===== src/rtl/lockdet_pkg.sv =====
package lockdet_pkg;
  typedef struct packed {
    logic winEnd;   // last cycle of the current measurement window
  } ctrlStrobes_t;

  typedef struct packed {
    logic tooFar;      // deviation above set limit
    logic closeEnough; // deviation below clear limit
  } cmpResult_t;
endpackage


===== src/rtl/lockdet_datapath.sv =====
module lockdet_datapath
  import lockdet_pkg::*;
#(
  parameter int WIN_LOG2 = 17,
  parameter int SET_ERR  = 1035,
  parameter int CLR_ERR  = 1009
) (
  input  logic         clk,
  input  logic         rstN,
  input  logic         edgePulse,
  input  ctrlStrobes_t strb,
  output cmpResult_t   cmp
);
  localparam int CW = WIN_LOG2 + 1;
  localparam logic [CW-1:0] WIN_V = CW'(1) << WIN_LOG2;
  localparam logic [CW-1:0] SET_V = CW'(SET_ERR);
  localparam logic [CW-1:0] CLR_V = CW'(CLR_ERR);

  logic [CW-1:0] edgeCnt;
  logic [CW-1:0] total;
  logic [CW-1:0] deviation;

  assign total = edgeCnt + CW'(edgePulse);

  always_comb begin
    if (total >= WIN_V) deviation = total - WIN_V;
    else                deviation = WIN_V - total;
  end

  assign cmp.tooFar      = deviation > SET_V;
  assign cmp.closeEnough = deviation < CLR_V;

  always_ff @(posedge clk) begin
    if (!rstN)            edgeCnt <= '0;
    else if (strb.winEnd) edgeCnt <= '0;
    else                  edgeCnt <= total;
  end


  count_bound_chk: assert property (@(posedge clk) disable iff (!rstN)
    edgeCnt < WIN_V);


  count_restart_chk: assert property (@(posedge clk) disable iff (!rstN)
    strb.winEnd |=> edgeCnt == '0);
endmodule


===== src/rtl/lockdet_control.sv =====
module lockdet_control
  import lockdet_pkg::*;
#(
  parameter int WIN_LOG2 = 17
) (
  input  logic         clk,
  input  logic         rstN,
  input  logic         refPresent,
  input  logic         irqEnable,
  input  logic         chgClear,
  input  cmpResult_t   cmp,
  output ctrlStrobes_t strb,
  output logic         lossOfLock,
  output logic         changeFlag,
  output logic         irq
);
  logic [WIN_LOG2-1:0] winCnt;
  logic refLost;
  logic refLostAny;
  logic statusNext;
  logic changeEvt;

  assign strb.winEnd = &winCnt;
  assign refLostAny  = refLost | ~refPresent;

  always_comb begin
    statusNext = lossOfLock;
    if (strb.winEnd) begin
      if (cmp.tooFar && !refLostAny) statusNext = 1'b1;
      else if (cmp.closeEnough)      statusNext = 1'b0;
    end
  end

  assign changeEvt = statusNext != lossOfLock;

  always_ff @(posedge clk) begin
    if (!rstN) begin
      winCnt     <= '0;
      refLost    <= 1'b0;
      lossOfLock <= 1'b0;
      changeFlag <= 1'b0;
    end else begin
      winCnt     <= winCnt + 1'b1;
      refLost    <= strb.winEnd ? 1'b0 : refLostAny;
      lossOfLock <= statusNext;
      changeFlag <= changeEvt | (changeFlag & ~chgClear);
    end
  end

  assign irq = changeFlag & irqEnable;


  change_latch_chk: assert property (@(posedge clk) disable iff (!rstN)
    (lossOfLock != $past(lossOfLock)) |-> changeFlag);


  window_edge_only_chk: assert property (@(posedge clk) disable iff (!rstN)
    !strb.winEnd |=> $stable(lossOfLock));


  no_set_without_ref_chk: assert property (@(posedge clk) disable iff (!rstN)
    (strb.winEnd && refLostAny && !lossOfLock) |=> !lossOfLock);


  clear_wins_chk: assert property (@(posedge clk) disable iff (!rstN)
    (chgClear && !changeEvt) |=> !changeFlag);


  irq_gate_chk: assert property (@(posedge clk) disable iff (!rstN)
    irq |-> (changeFlag && irqEnable));
endmodule


===== src/rtl/freq_lock_monitor.sv =====
module freq_lock_monitor
  import lockdet_pkg::*;
#(
  parameter int WIN_LOG2 = 17,
  parameter int SET_ERR  = 1035,
  parameter int CLR_ERR  = 1009
) (
  input  logic clk,
  input  logic rstN,
  input  logic edgePulse,
  input  logic refPresent,
  input  logic irqEnable,
  input  logic chgClear,
  output logic lossOfLock,
  output logic changeFlag,
  output logic irq
);
  ctrlStrobes_t strb;
  cmpResult_t   cmp;

  lockdet_datapath #(
    .WIN_LOG2(WIN_LOG2), .SET_ERR(SET_ERR), .CLR_ERR(CLR_ERR)
  ) i_dp (
    .clk(clk), .rstN(rstN), .edgePulse(edgePulse), .strb(strb), .cmp(cmp)
  );

  lockdet_control #(.WIN_LOG2(WIN_LOG2)) i_ctl (
    .clk(clk), .rstN(rstN), .refPresent(refPresent), .irqEnable(irqEnable),
    .chgClear(chgClear), .cmp(cmp), .strb(strb), .lossOfLock(lossOfLock),
    .changeFlag(changeFlag), .irq(irq)
  );
endmodule


===== config.mk =====
export PLATFORM = sky130hd
export DESIGN_NAME = freq_lock_monitor
export DESIGN_NICKNAME = d
export VERILOG_FILES = /design/src/rtl/lockdet_pkg.sv /design/src/rtl/lockdet_datapath.sv /design/src/rtl/lockdet_control.sv /design/src/rtl/freq_lock_monitor.sv
export SDC_FILE = /design/constraint.sdc
export NUM_CORES = 1
export LEC_CHECK = 0
export ABC_AREA = 0
export BUFFER_PORTS_ARGS = -buffer_cell sky130_fd_sc_hd__buf_2
export CORE_MARGIN = 3
export CORE_UTILIZATION = 57
export CTS_CLUSTER_SIZE = 40
export DETAILED_ROUTE_END_ITERATION = 10
export HOLD_SLACK_MARGIN = 0.15
export PLACE_DENSITY = 0.79
export SYNTH_ARGS = -nofsm -noshare
export SYNTH_HDL_FRONTEND = slang
export SYNTH_SLANG_ARGS = --single-unit
export TNS_END_PERCENT = 30

===== constraint.sdc =====
create_clock -name clk -period 8.3 [get_ports clk]
set_clock_uncertainty 0.2 [all_clocks]
set_input_delay 1.66 -clock clk [delete_from_list [all_inputs] [get_ports clk]]
set_output_delay 1.66 -clock clk [all_outputs]
set_load 0.02 [all_outputs]

# After elaboration in Yosys (flattened, before gate mapping)
# Cells that the tools add are included.
# word_totals
reg_bits	38
output_inout_bits	3
in_bits	6
wordCells	28
# classes
n_bitwise	7
order_cmp	3
n_eq_ne	1
n_addsub	4
reduce_logical	4
muxes	4
# ops
op	n
18-bit by 1-bit adder with 18-bit output	1
18-bit >= comparator, second input constant	1
18-bit by 11-bit greater-than comparator with 1-bit output, second input constant	1
18-bit by 10-bit < comparator with 1-bit output, second input constant	1
18-bit two-way mux	1
18-bit subtractor, first input constant	1
18-bit subtractor, second input constant	1
17-bit by 1-bit adder with 17-bit output, second input constant	1
17-bit AND reduction	1
1-bit two-way mux	3
1-bit NOT	3
1-bit AND	2
1-bit bitwise OR	2
2-bit OR reduction	1
1-bit logical AND	1
1-bit logical NOT	1
1-bit != test	1

# Longest topological paths before layout
# Gate-level depths: netlist of run 1.
# depth
word_depth	9
ltp_mapped	13
ltp_nobuf	13

# By module
# Synthesis of run 1 repeated with hierarchy kept, for this count alone.
# unflattened
cells_unflattened	303
hier_area_um2	2595.0
# by_module_without_submodules
mod	cells_each	area_per_inst_um2	n_inst	seq_area_each_um2
lockdet_datapath	205	1700.4	1	360.3
lockdet_control	98	894.6	1	400.4

# Least setup slack after synthesis of run 1
# OpenSTA, ideal clock, no wires.
# synth_timing
kind	input port to flip-flop
from	input edgePulse
to	register i_ctl.changeFlag
path_buffers	0
t_arrival_ps	4500
setup_time_ps	122
slack_ps	3478
cell_stages	12
t_required_ps	7978
path_cell_list	ha_1 > ha_1 > inv_1 > ha_1 > or4b_2 > o31ai_1 > xor2_1 > or4b_1 > a222oi_1 > a211oi_1 > o21ai_0 > a21boi_1
# synth_via
elab_chain_cells	9
elab_cells_between_ends	13
classes_between	3 x add/sub; 3 x order compare; 1 x eq/ne; 4 x mux; 1 x bitwise; 1 x reduce/logical
# synth_rtl
element	line_no	source
from (decl)	freq_lock_monitor.sv:10	input logic edgePulse,
18-bit by 1-bit adder with 18-bit output *	lockdet_datapath.sv:23	assign total = edgeCnt + CW'(edgePulse);
via i_dp.total[1]	lockdet_datapath.sv:20	logic [CW-1:0] total;
18-bit subtractor (tied with other cells)	lockdet_datapath.sv:27	else deviation = WIN_V - total;
18-bit two-way mux *	lockdet_datapath.sv:26	if (total >= WIN_V) deviation = total - WIN_V;
18-bit by 10-bit < comparator with 1-bit output or 18-bit by 11-bit greater-than comparator with 1-bit output (tied branches)	lockdet_datapath.sv:31, lockdet_datapath.sv:30	
1-bit two-way mux or 1-bit logical AND (tied branches)	lockdet_control.sv:30, lockdet_control.sv:29	
1-bit two-way mux *	lockdet_control.sv:29	if (cmp.tooFar && !refLostAny) statusNext = 1'b1;
1-bit two-way mux *	lockdet_control.sv:28	if (strb.winEnd) begin
1-bit != test *	lockdet_control.sv:34	assign changeEvt = statusNext != lossOfLock;
1-bit bitwise OR *	lockdet_control.sv:46	changeFlag <= changeEvt | (changeFlag & ~chgClear);
to (signal assigned)	lockdet_control.sv:46	
to (decl)	lockdet_control.sv:14	output logic changeFlag,
# Mark *: on every way through the listed nets, which the timed path passes. The rest lies on a longest branch.
# A chain may end at the register's enable or synchronous reset.

# Worst setup path after layout of run 1
# Same ends and word-level chain as after synthesis.

==> summary.txt, run 1 <==
Yosys
  • Unique cell type count in the Yosys netlist: 65
  • Proportion of synthesized chip area in sequential cells: 29.4%
  • Syn Nets: 328
  • Average instance area after synthesis: 8.15 µm²
  • Ranking of synthesized cells by area: sky130_fd_sc_hd__dfxtp_1, sky130_fd_sc_hd__xnor2_1, sky130_fd_sc_hd__and2_1, sky130_fd_sc_hd__nor2_1, sky130_fd_sc_hd__xor2_1
  • Combinational family with the most area after synthesis: simple AND/OR/NAND/NOR gates
  • Total of flip-flops plus latches after synthesis: 38
  • Leading area contributor after synthesis: sky130_fd_sc_hd__dfxtp_1
  • Warnings from Yosys: 0
  • Most used standard cell by instance count after synthesis: sky130_fd_sc_hd__dfxtp_1
  • Ys flop type: sky130_fd_sc_hd__dfxtp_1
  • Post-Synth Simple-Gate Area: 32.1%
  • Netlist area before placement: 2580 µm²
  • Post-synthesis async set-or-reset flop share: 0%
  • Count of mapped cells out of synthesis: 317
  • Mux share of post-synthesis cell area: 2.47%
  • Post-Synth Adder-Cell Area: 2.42%
  • Area fraction in compound gates after synthesis: 16.2%
  • Most instantiated cells after synthesis: sky130_fd_sc_hd__dfxtp_1, sky130_fd_sc_hd__nor2_1, sky130_fd_sc_hd__xnor2_1, sky130_fd_sc_hd__and2_1, sky130_fd_sc_hd__nand2_1
  • Number of synthesized flops with an enable pin: 0
  • Area share of the largest cell type after synthesis: 29.4%
  • Share of the synthesized netlist area taken by xor and xnor gates: 12.9%

Clock network
  • Clock Latency Late Sink: 0.29 ns
  • Clock edge transition at the registers on the reported setup and hold paths: 0.08 ns
  • Number of buffers between clock root and the deepest sink: 2
  • H-tree depth: 2
  • Number of sinks driven by the clock tree: 38
  • Postcts setup bufs: 0
  • Clock tree root driver cell: sky130_fd_sc_hd__clkbuf_8
  • Post-cts resize count: 0
  • Clock tree from TritonCTS: built
  • Hold-fix buffers at CTS: 0
  • CTS buffer count: 5

Route
  • Average wire length per cell after detail routing: 15.4 µm
  • DR iter-0 viols: 217
  • # DRC: 0
  • Wirelength, routed: 5590 µm
  • Via density: 6.32
  • Count of vias placed by the detailed router: 2294
  • Count of TritonRoute iterations in the first routing pass: 4
  • DRT antenna net count: 0

Critical path
  • Total buffers and inverters traversed by the critical path: 2
  • Crit-path slowest cell: sky130_fd_sc_hd__or4b_2
  • Required time of the critical path: 8.29 ns
  • Startpoint kind of the worst setup timing path: primary input
  • Critical path capture point type: flop
  • Kind of critical path: primary input to flop
  • Sequence of cells on the critical path: buf_2, ha_1, ha_1, inv_1, ha_1, or4b_2, o31ai_1, xor2_1, or4b_1, a222oi_1, a211oi_1, o21ai_0, a21boi_1
  • Peak fanout along the critical path: 8
  • Kind of cell with the highest combined delay on the critical path: simple AND/OR/NAND/NOR gates
  • Crit path DAT: 4.99 ns
  • Most numerous cell on the critical path: sky130_fd_sc_hd__ha_1
  • Cells on worst reg2reg path: 12
  • Worst path depth: 13
  • Largest stage delay on the critical path: 0.62 ns

Die
  • Ports: 9
  • DIE HEIGHT: 73.3 µm
  • Core footprint: 4170 µm²
  • Number of placement rows: 23
  • Effective utilization at floorplan: 61.9%
  • Area enclosed by the die boundary: 5380 µm²
  • Die Wd: 73.3 µm

Power
  • Power Total: 445 µW
  • Leakage power of the design: 0.00100 µW
  • PwrDens: 162 nW/µm²
  • VDD IR-drop max: 126 µV

Final layout
  • Area overhead of the layout relative to synthesis: 6.10%
  • Share of post-route cells with drive strength above 1: 10.5%
  • Final non-filler cell area: 2740 µm²
  • Post-layout util: 65.7%
  • Multi-input gate area: 1710 µm²
  • Final std cells w/o fill: 363
  • Footprint of the flip-flops and latches: 761 µm²
  • Final nets: 323
  • Ant diodes: 0
  • Fill cell count: 351

Timing
  • Setup TNS: 0 ns
  • Achievable frequency: 200 MHz
  • Worst-Margin Slew: 0.873 ns
  • Final Cycle Share: 60.2%
  • Setup violators final: 0
  • Final hold violation count: 0
  • Tightest slew margin relative to the limit: 41.4%
  • Unrepaired setup endpoints after global routing: no
  • Final max-slew violation count: 0
  • Final Critical Period: 5.00 ns

Global route
  • Wire length of the first global-routing pass: 9650 µm
  • Largest net degree at the start of global routing: 21
  • Gr usage total: 22.7%
  • Vias in the first global route: 2110
  • Remaining global-route overflow: 0
  • Initial antenna violation count: 0

Placed design
  • Cell count after placement: 355
  • Post-DP HPWL: 3930 µm
  • Dpl cell area: 2600 µm²
  • Last weighted congestion value of the routability-driven placer: 0.862
  • Input/output buffers: 8

Hold path
  • Cell depth of the worst hold path: 1
  • Hold Path Class: flop to flop

Flow run
  • Maximum capacitance violations: 0

Outcome
  • Status: finished, final reports clean
## placed cells by master (no fill, tap or decap), drive strengths merged, types with 3 or more instances in the layout
| master | count |
|---|---|
| and4 | 6 |
| a31o | 3 |
| dfxtp | 38 |
| and2 | 22 |
| nor3 | 9 |
| o21ai | 10 |
| and3 | 9 |
| a21boi | 6 |
| buf | 8 |
| clkbuf | 6 |
| nand4 | 10 |
| nor4 | 5 |
| xnor2 | 29 |
| xor2 | 9 |
| inv | 8 |
| nor2 | 36 |
| a31oi | 3 |
| nand2 | 19 |
| nor2b | 4 |
| ha | 5 |
| mux2i | 3 |
| mux2 | 3 |
| nand3 | 14 |
| a21oi | 3 |
| or3 | 4 |
## path summary, 6_finish.rpt
| path | from | end | slack, ns |
|---|---|---|---|
| worst max-delay path | edgePulse | i_ctl.changeFlag | 3.30 |
| worst min-delay path | i_ctl.winCnt[0] | i_ctl.winCnt[0] | 0.25 |
| worst max register to register | i_dp.edgeCnt[0] | i_ctl.changeFlag | 4.48 |
| worst min register to register | i_ctl.winCnt[0] | i_ctl.winCnt[0] | 0.25 |
## stage by stage
step                hold WS (ns)  setup WS, ns
floorplan                  0.214          3.48
global placement           0.229          3.20
detailed placement         0.241          3.06
CTS                        0.253          3.34
global route               0.277          3.10
finish                     0.246          3.30
## final cells by class
cell class,count,area share [%]
multi-input combinational,251,62.2
sequential,38,27.7
clock buffer,6,3.01
tap,50,2.28
clock inverter,2,2.19
timing repair buffer,8,1.46
inverter,8,1.10
## worst register-to-register path, cell delays in order, from the launching register on
cell and delay, ns:
sky130_fd_sc_hd__dfxtp_1 0.30, sky130_fd_sc_hd__ha_1 0.24, sky130_fd_sc_hd__ha_1 0.34, sky130_fd_sc_hd__inv_1 0.14
sky130_fd_sc_hd__ha_1 0.31, sky130_fd_sc_hd__or4b_2 0.62, sky130_fd_sc_hd__o31ai_1 0.12, sky130_fd_sc_hd__xor2_1 0.23
sky130_fd_sc_hd__or4b_1 0.45, sky130_fd_sc_hd__a222oi_1 0.35, sky130_fd_sc_hd__a211oi_1 0.16, sky130_fd_sc_hd__o21ai_0 0.18
sky130_fd_sc_hd__a21boi_1 0.07
## flip-flops by register name (all words and copies together), names as in the netlist
| name | flops |
|---|---|
| i_ctl.changeFlag | 1 |
| i_ctl.lossOfLock | 1 |
| i_ctl.refLost | 1 |
| i_ctl.winCnt | 17 |
| i_dp.edgeCnt | 18 |
## logic make-up after synthesis
group	after synthesis
mux	6
buf+inv	28
compound gates	55
xor+xnor	38
fa+ha+maj	5
simple gates	147
flops	38
## metal layers
| metal | vias up | track usage (%) | wire, µm |
|---|---|---|---|
| met2 | 76 | 35.5 | 2620 |
| met4 | 0 | 7.24 | 55 |
| li1 | 1129 | - | - |
| met1 | 1082 | 30.8 | 2580 |
| met3 | 7 | 5.34 | 342 |
| met5 | - | 0 | 0 |
## where the power goes
| part | switching [µW] | total, µW | internal, µW |
|---|---|---|---|
| sequential | 1.96 | 187 | 185 |
| clock | 70.2 | 198 | 128 |
| combinational | 33.7 | 59.6 | 26.0 |
No activity file was read; power rests on OpenSTA's default activity.
==> run 2: changes to the inputs <==
ABC_AREA = 1   (was 0)
CORE_UTILIZATION = 56   (was 57)
PLACE_DENSITY = 0.81   (was 0.79)
clock period = 4.5 ns   (was 8.3 ns; I/O delays follow)
==> summary.txt, run 2 <==
Die
  • Ports: 9
  • Area enclosed by the die boundary: 5560 µm²
  • Number of placement rows: 24
  • Core footprint: 4440 µm²
  • Die Wd: 74.6 µm
  • DIE HEIGHT: 74.6 µm
  • Effective utilization at floorplan: 59.2%

Yosys
  • Combinational family with the most area after synthesis: simple AND/OR/NAND/NOR gates
  • Most used standard cell by instance count after synthesis: sky130_fd_sc_hd__nand2_1
  • Number of synthesized flops with an enable pin: 0
  • Count of mapped cells out of synthesis: 430
  • Total of flip-flops plus latches after synthesis: 38
  • Ys flop type: sky130_fd_sc_hd__dfxtp_1
  • Area fraction in compound gates after synthesis: 6.80%
  • Syn Nets: 441
  • Post-synthesis async set-or-reset flop share: 0%
  • Area share of the largest cell type after synthesis: 28.9%
  • Unique cell type count in the Yosys netlist: 32
  • Warnings from Yosys: 0
  • Ranking of synthesized cells by area: sky130_fd_sc_hd__dfxtp_1, sky130_fd_sc_hd__nand2_1, sky130_fd_sc_hd__inv_1, sky130_fd_sc_hd__nor2_1, sky130_fd_sc_hd__nand3_1
  • Post-Synth Adder-Cell Area: 2.38%
  • Leading area contributor after synthesis: sky130_fd_sc_hd__dfxtp_1
  • Mux share of post-synthesis cell area: 0%
  • Proportion of synthesized chip area in sequential cells: 28.9%
  • Average instance area after synthesis: 6.12 µm²
  • Netlist area before placement: 2630 µm²
  • Post-Synth Simple-Gate Area: 51.4%
  • Share of the synthesized netlist area taken by xor and xnor gates: 0.665%
  • Most instantiated cells after synthesis: sky130_fd_sc_hd__nand2_1, sky130_fd_sc_hd__inv_1, sky130_fd_sc_hd__nor2_1, sky130_fd_sc_hd__nand3_1, sky130_fd_sc_hd__dfxtp_1

Timing
  • Tightest slew margin relative to the limit: 54.4%
  • Final Cycle Share: 73.8%
  • Final max-slew violation count: 0
  • Final worst slack: 1.18 ns
  • Final hold violation count: 0
  • Achievable frequency: 301 MHz
  • Setup TNS: 0 ns
  • Worst-Margin Slew: 0.682 ns
  • Setup violators final: 0
  • Final Critical Period: 3.32 ns
  • Unrepaired setup endpoints after global routing: no

Route
  • Count of vias placed by the detailed router: 2606
  • DRT antenna net count: 0
  • Via density: 5.28
  • Count of TritonRoute iterations in the first routing pass: 5
  • # DRC: 0
  • Average wire length per cell after detail routing: 11.8 µm
  • Wirelength, routed: 5810 µm
  • DR iter-0 viols: 176

Final layout
  • Share of post-route cells with drive strength above 1: 13.3%
  • Registers with the most flip-flops: i_dp.edgeCnt: 18 flops, i_ctl.winCnt: 17 flops
  • Max reg flops: 18
  • Leading cell type in the layout, fill and taps excluded: sky130_fd_sc_hd__nand2_1
  • Commonest cells after routing, fill and taps aside: sky130_fd_sc_hd__nand2_1, sky130_fd_sc_hd__inv_1, sky130_fd_sc_hd__nor2_1
  • Register ranked first by flip-flop count: i_dp.edgeCnt
  • Final nets: 452
  • Area overhead of the layout relative to synthesis: 6.46%
  • Ant diodes: 0
  • Post-layout util: 63.1%

Outcome
  • Status: finished, final reports clean

Critical path
  • Required time of the critical path: 4.48 ns
  • Kind of critical path: primary input to flop
  • Critical path capture point type: flop
  • Peak fanout along the critical path: 6
  • Startpoint kind of the worst setup timing path: primary input
  • Crit path DAT: 3.30 ns

Clock network
  • Clock edge transition at the registers on the reported setup and hold paths: 0.07 ns
  • Postcts setup bufs: 0
  • Clock tree root driver cell: sky130_fd_sc_hd__clkbuf_8
  • Post-cts resize count: 0
  • Clock Latency Late Sink: 0.29 ns
  • Clock tree from TritonCTS: built
  • Hold-fix buffers at CTS: 0
  • Number of sinks driven by the clock tree: 38
  • H-tree depth: 2
  • CTS buffer count: 5
  • Number of buffers between clock root and the deepest sink: 2

Global route
  • Remaining global-route overflow: 0
  • Initial antenna violation count: 0
  • Wire length of the first global-routing pass: 10100 µm
  • Gr usage total: 23.6%
  • Largest net degree at the start of global routing: 23
  • Vias in the first global route: 2350

Placed design
  • Input/output buffers: 8
  • Post-DP HPWL: 4650 µm
  • Worst setup timing slack at the placement stage: 0.884 ns
  • Last weighted congestion value of the routability-driven placer: 0.878

Power
  • Power Total: 720 µW
  • PwrDens: 257 nW/µm²
  • Leakage power of the design: 0.00129 µW
  • VDD IR-drop max: 184 µV

Flow run
  • Maximum capacitance violations: 0

Hold path
  • Hold Path Class: flop to flop
run 2: cell type report:
class | instances | area, µm²
flip-flops and latches | 38 | 761
repair buffers | 8 | 40.0
clock buffers | 7 | 86.3
fillers | 424 | 1640
multi-input cells | 326 | 1610
well taps | 52 | 65.1
clock inverters | 1 | 5.00
inverters | 62 | 233
run 2: worst paths after layout:
kind / to / slack [ns] / from / depth (start not counted)
setup / recovery: i_ctl.lossOfLock / 1.18 / edgePulse / 18
hold / removal: i_ctl.winCnt[0] / 0.26 / i_ctl.winCnt[0] / 1
setup reg to reg: i_dp.edgeCnt[8] / 1.35 / i_ctl.winCnt[0] / 13
hold reg to reg: i_ctl.winCnt[0] / 0.26 / i_ctl.winCnt[0] / 1
run 2: critical path, stage by stage:
cell and delay (ns):
sky130_fd_sc_hd__buf_2 0.10, sky130_fd_sc_hd__ha_1 0.27, sky130_fd_sc_hd__ha_1 0.33, sky130_fd_sc_hd__inv_1 0.12
sky130_fd_sc_hd__ha_1 0.20, sky130_fd_sc_hd__nand2_1 0.07, sky130_fd_sc_hd__nor2_2 0.15, sky130_fd_sc_hd__nand3_1 0.13
sky130_fd_sc_hd__nor2_2 0.16, sky130_fd_sc_hd__nand3_2 0.10, sky130_fd_sc_hd__nand2_2 0.10, sky130_fd_sc_hd__nand2_1 0.06
sky130_fd_sc_hd__nand2_1 0.07, sky130_fd_sc_hd__nand3_2 0.08, sky130_fd_sc_hd__nor2_2 0.10, sky130_fd_sc_hd__nand2_1 0.09
sky130_fd_sc_hd__o21ai_0 0.17, sky130_fd_sc_hd__a21oi_1 0.09
run 2: metal layers:
layer / global-route usage (%) / wire length (µm) / part of all wire, % / vias up
met4: 7.91 / 87 / 1.5 / 0
met2: 38.1 / 2710 / 47 / 50
met5: 0 / 0 / 0 / -
met1: 31.7 / 2810 / 48 / 1165
li1: - / - / - / 1382
met3: 4.32 / 212 / 3.6 / 9
run 2: cells by family after synthesis:
| logic type | Yosys count |
|---|---|
| AND/OR/NAND/NOR | 287 |
| flip-flops | 38 |
| buffers and inverters | 66 |
| adder cells (fa/ha/maj) | 5 |
| AO/OA/AOI/OAI | 32 |
| XOR/XNOR | 2 |
run 2: metrics by stage:
step	instance area, µm²	hold WS, ns	std cells
after floorplan	2630	0.218	430
after global placement	2710	0.234	486
after detailed placement	2710	0.249	486
after CTS	2800	0.261	494
after global routing	2800	0.278	494
final	2800	0.256	494
run 2: report_power, final:
part	switching [µW]	internal (µW)
Clock	117	124
Sequential	3.64	341
Combinational	85.4	49.9
Total	206	514
